## src/rtl/seg_addr_gen.sv

```systemverilog
module seg_addr_gen #(
  parameter int AW     = 21,
  parameter int SEG_W  = 9,
  parameter int PAGE_W = 7,
  parameter int SECT_W = 8
) (
  input  logic                 clk,
  input  logic                 rst_n,
  input  logic                 cs_n,
  input  logic [7:0]           hi_byte,
  input  logic [7:0]           mid_byte,
  input  logic [7:0]           lo_byte,
  input  logic [7:0]           off_byte,
  input  logic                 load,
  input  logic                 prog_mode,
  input  logic                 step,
  output logic [AW-1:0]        addr,
  output logic [SECT_W-1:0]    sector,
  output logic [AW-SEG_W-1:0]  segment,
  output logic [AW-PAGE_W-1:0] page,
  output logic                 active
);
  localparam int MID_W = 8;
  localparam int LO_W  = SEG_W - PAGE_W;
  localparam int HI_W  = AW - SEG_W - MID_W;
  localparam logic [AW-1:0] SEG_MASK  = AW'((1 << SEG_W) - 1);
  localparam logic [AW-1:0] PAGE_MASK = AW'((1 << PAGE_W) - 1);

  logic          prog_q;
  logic [AW-1:0] load_val, mask, stepped;

  assign load_val = {hi_byte[HI_W-1:0], mid_byte[MID_W-1:0],
                     lo_byte[LO_W-1:0], off_byte[PAGE_W-1:0]};
  assign mask     = prog_q ? PAGE_MASK : SEG_MASK;
  assign stepped  = (addr & ~mask) | ((addr + AW'(1)) & mask);

  wire unused_bits = ^{hi_byte[7:HI_W], lo_byte[7:LO_W], off_byte[7:PAGE_W]};

  always_ff @(posedge clk or negedge rst_n) begin
    if (!rst_n) begin
      addr   <= '0;
      active <= 1'b0;
      prog_q <= 1'b0;
    end else if (cs_n) begin
      active <= 1'b0;
    end else if (load) begin
      addr   <= load_val;
      active <= 1'b1;
      prog_q <= prog_mode;
    end else if (step && active) begin
      addr   <= stepped;
    end
  end

  assign sector  = addr[AW-1 -: SECT_W];
  assign segment = addr[AW-1:SEG_W];
  assign page    = addr[AW-1:PAGE_W];
endmodule

```

## config.mk

```make
export PLATFORM = sky130hd
export DESIGN_NAME = seg_addr_gen
export DESIGN_NICKNAME = d
export VERILOG_FILES = /design/src/rtl/seg_addr_gen.sv
export SDC_FILE = /design/constraint.sdc
export NUM_CORES = 1
export LEC_CHECK = 0
export ABC_AREA = 1
export CAP_MARGIN = 20
export CORE_ASPECT_RATIO = 0.7
export CORE_MARGIN = 2
export CORE_UTILIZATION = 36
export CTS_BUF_LIST = sky130_fd_sc_hd__clkbuf_16
export DETAILED_ROUTE_END_ITERATION = 10
export GPL_TIMING_DRIVEN = 0
export PLACE_DENSITY_LB_ADDON = 0.15
export SLEW_MARGIN = 20
export SYNTH_ARGS = -nofsm -noshare
export SYNTH_HDL_FRONTEND = slang
export SYNTH_SLANG_ARGS = --single-unit
```

## constraint.sdc

```tcl
create_clock -name clk -period 1.6 [get_ports clk]
set_clock_uncertainty 0.15 [all_clocks]
set_input_delay 0.4 -clock clk [delete_from_list [all_inputs] [get_ports clk]]
set_output_delay 0.4 -clock clk [all_outputs]
set_load 0.005 [all_outputs]
```

==> results <==
==> stage by stage <==
| step | utilization [%] | total power, uW |
|---|---|---|
| 2_1_floorplan | - | 1270 |
| 3_3_place_gp | 60.0 | 1870 |
| 3_5_place_dp | 60.0 | 1890 |
| 4_1_cts | 65.0 | 2480 |
| 5_1_grt | 64.1 | 2610 |
| 6_report | 64.1 | 2450 |
==> cell type report <==
type	count	share of cell area (%)
well taps	52	2.63
multi-input cells	87	21.0
repair buffers	100	35.7
plain buffers	37	11.8
clock inverters	1	0.203
inverters	15	2.28
clock buffers	3	3.04
flip-flops and latches	23	23.4
==> registers in the layout, indices dropped and copies added, names as in the netlist, named ones only <==
name    count
addr       19
active      1
prog_q      1
==> routing by layer <==
metal,global-route usage (%),part of all wire [%],vias up
li1,-,-,688
met1,23.8,44,611
met2,28.7,47,70
met3,4.34,7.9,2
met4,2.96,0.74,0
met5,0,0,-
==> layout by cell type, fill, tap and decap left out, types with 5 or more instances in the layout <==
master	Yosys	final
a21oi_1	9	9
clkdlybuf4s50_1	0	24
dfrtp_1	23	22
nor2_1	15	14
buf_4	34	58
nand2_1	29	28
inv_1	14	14
dlygate4sd2_1	0	23
buf_6	2	16
o21ai_0	6	6
clkdlybuf4s15_1	0	7
clkbuf_2	0	5
mux2_4	9	9
nand3_1	9	9
==> Yosys cell counts <==
library cell  count  area (sq um)
a21oi_1           9          45.0
a31oi_1           1          6.26
buf_2             1          5.00
buf_4            34           255
buf_6             2          22.5
dfrtp_1          23           576
ha_1              1          12.5
inv_1            14          52.6
inv_2             1          3.75
mux2_2            4          45.0
mux2_4            9           135
nand2_1          29           109
nand2_2           2          12.5
nand3_1           9          45.0
nor2_1           15          56.3
o21ai_0           6          30.0
o21ai_1           1          5.00
o21bai_1          1          7.51
==> power by group <==
group	total (uW)	switching, uW	internal (uW)	leakage (uW)
sequential	779	89.4	690	0.000266
clock	532	196	336	0.0000409
combinational	1130	407	726	0.000996
total	2450	693	1750	0.00130
==> worst register-to-register path, cell delays in order, from the launching register on <==
cell	delay [ps]
dfrtp_1	400
buf_4	160
ha_1	210
nand2_2	100
o21ai_0	110
nand3_1	90
nand2_1	50
o21ai_1	70
inv_1	50
==> what timing repair did <==
action / CTS / global route
resized for setup: 117 / 24
endpoints found under the setup margin: 65 / 35
buffers inserted: 25 / 1
cloned: 0 / 0
==> kinds of logic (layout without fill, tap and decap cells) <==
family,count (synthesis),after routing,synth area share [%]
AND/OR/NAND/NOR,55,55,15.6
buffers and inverters,52,156,23.8
flip-flops,23,23,40.4
AO/OA/AOI/OAI,18,18,6.59
multiplexers,13,13,12.7
adder cells (fa/ha/maj),1,1,0.879
==> path summary, 6_finish.rpt <==
check,start,endpoint,cells past startpoint
worst min-delay path,rst_n,addr[4],1
max in group asynchronous,rst_n,addr[3],1
worst max register to register,addr[0],addr[6],8
min in group clk,active,active,2
worst max-delay path,addr[17],sector[4],3
worst min register to register,active,active,2
==> flow_metrics.tcl <==
set metrics [dict create \
    synth_nets 201 \
    ys_seq_elements 23 \
    dp_hpwl_um 2700 \
    netlist_area_sq_mm 0.00142 \
    fp.dieH_um 56.6 \
    n_fill_cell 354 \
    min_period_ps 1570 \
    maxCapViolCount 0 \
    ff2ff_setup_slack_ps 100 \
    path_delay_family "flip-flops" \
    slowest_delay_ps 420 \
    seqCellArea_sq_um 577 \
    setup_violations 0 \
    peakVddDrop_uv 550 \
    die_w_um 79.2 \
    clock.fmax_ghz 0.638 \
    gp_congestion 0.843 \
    arrival_ps 1020 \
    antenna_found_initial 0 \
    die-area_sq_mm 0.00448 \
    worst_path_most_repeated_cell "buf_6" \
    grt-ovfl-total 0 \
    worstPathRequired_ps 1050 \
    fin_nets 306 \
    fin_crit_sh_pct 98.0 \
    worst-setup-path-type "register to output port" \
    violations "hold timing" \
    numCtsBuffers 3 \
    fp.coreArea_sq_mm 0.00385 \
    p_leak_uw 0.00130 \
    num_io_pins 94 \
    yosysSeqAreaShare_pct 40.4 \
    rows 19 \
    relSlewSlack_pct 66.4 \
    min_path_type "input port to async pin" \
    clkTransAtPathRegs_ps 60 \
    powerDensity_mw_per_mm2 990 \
    grt_util_all_layers_pct 17.5 \
    cts.sinks 23 \
    critPathLaunchType "register" \
    ant_nets 0 \
    whs_ps -38.9 \
    clock_latency_ps 250 \
    viasPerCell 4.31 \
    htreeDepth 1 \
    worst-path-buf-inv 3 \
    synthCells 162 \
    status "finished, violations left" \
    yosys.cell_types.count 18 \
    worst_slack_ps 32.6 \
    syn_area_per_cell_sq_um 8.79 \
    routedWlPerCell_um 11.5 \
    final_cells 318 \
    post-place-ws_ps -290 \
    cp_slowest_cell "dfrtp_1" \
    setup_tns_ps 0 \
    grt_max_degree 24 \
    grt_pass1_vias 1280 \
    crit_path_max_fanout 4 \
    dpl.cell_count 296 \
    tightest_slew_ps 505 \
    grt_pass1_wl_um 6060 \
    slew_violations 0 \
    wl_um 3670 \
    initial_core_util_pct 37.0 \
    cts_hold_buffers 0 \
    dpl-instance-area_sq_mm 0.00231 \
    drc 0 \
    areaGrowthSynthToFinish_pct 73.5 \
    endpoint_kind "output port" \
    io_buffers 82 \
    synth_warnings 0 \
    drt-initial-drc-count 45 \
    drive_gt1_share_pct 39.8 \
    route.vias.total 1371 \
    antenna_cells 0 \
    tritoncts "built" \
    worstPathCellList "buf_6 -> buf_6 -> buf_6" \
    dr.pass1.iters 4 \
    rsz0062_at_grt "yes" \
    multi_input_area_sq_um 519 \
    hold_violations 23 \
    cts_root_buffer "clkbuf_16" \
    fin_area_sq_mm 0.00247 \
    clockBufferDepth 2 \
]
(Power assumes the default switching activity.)
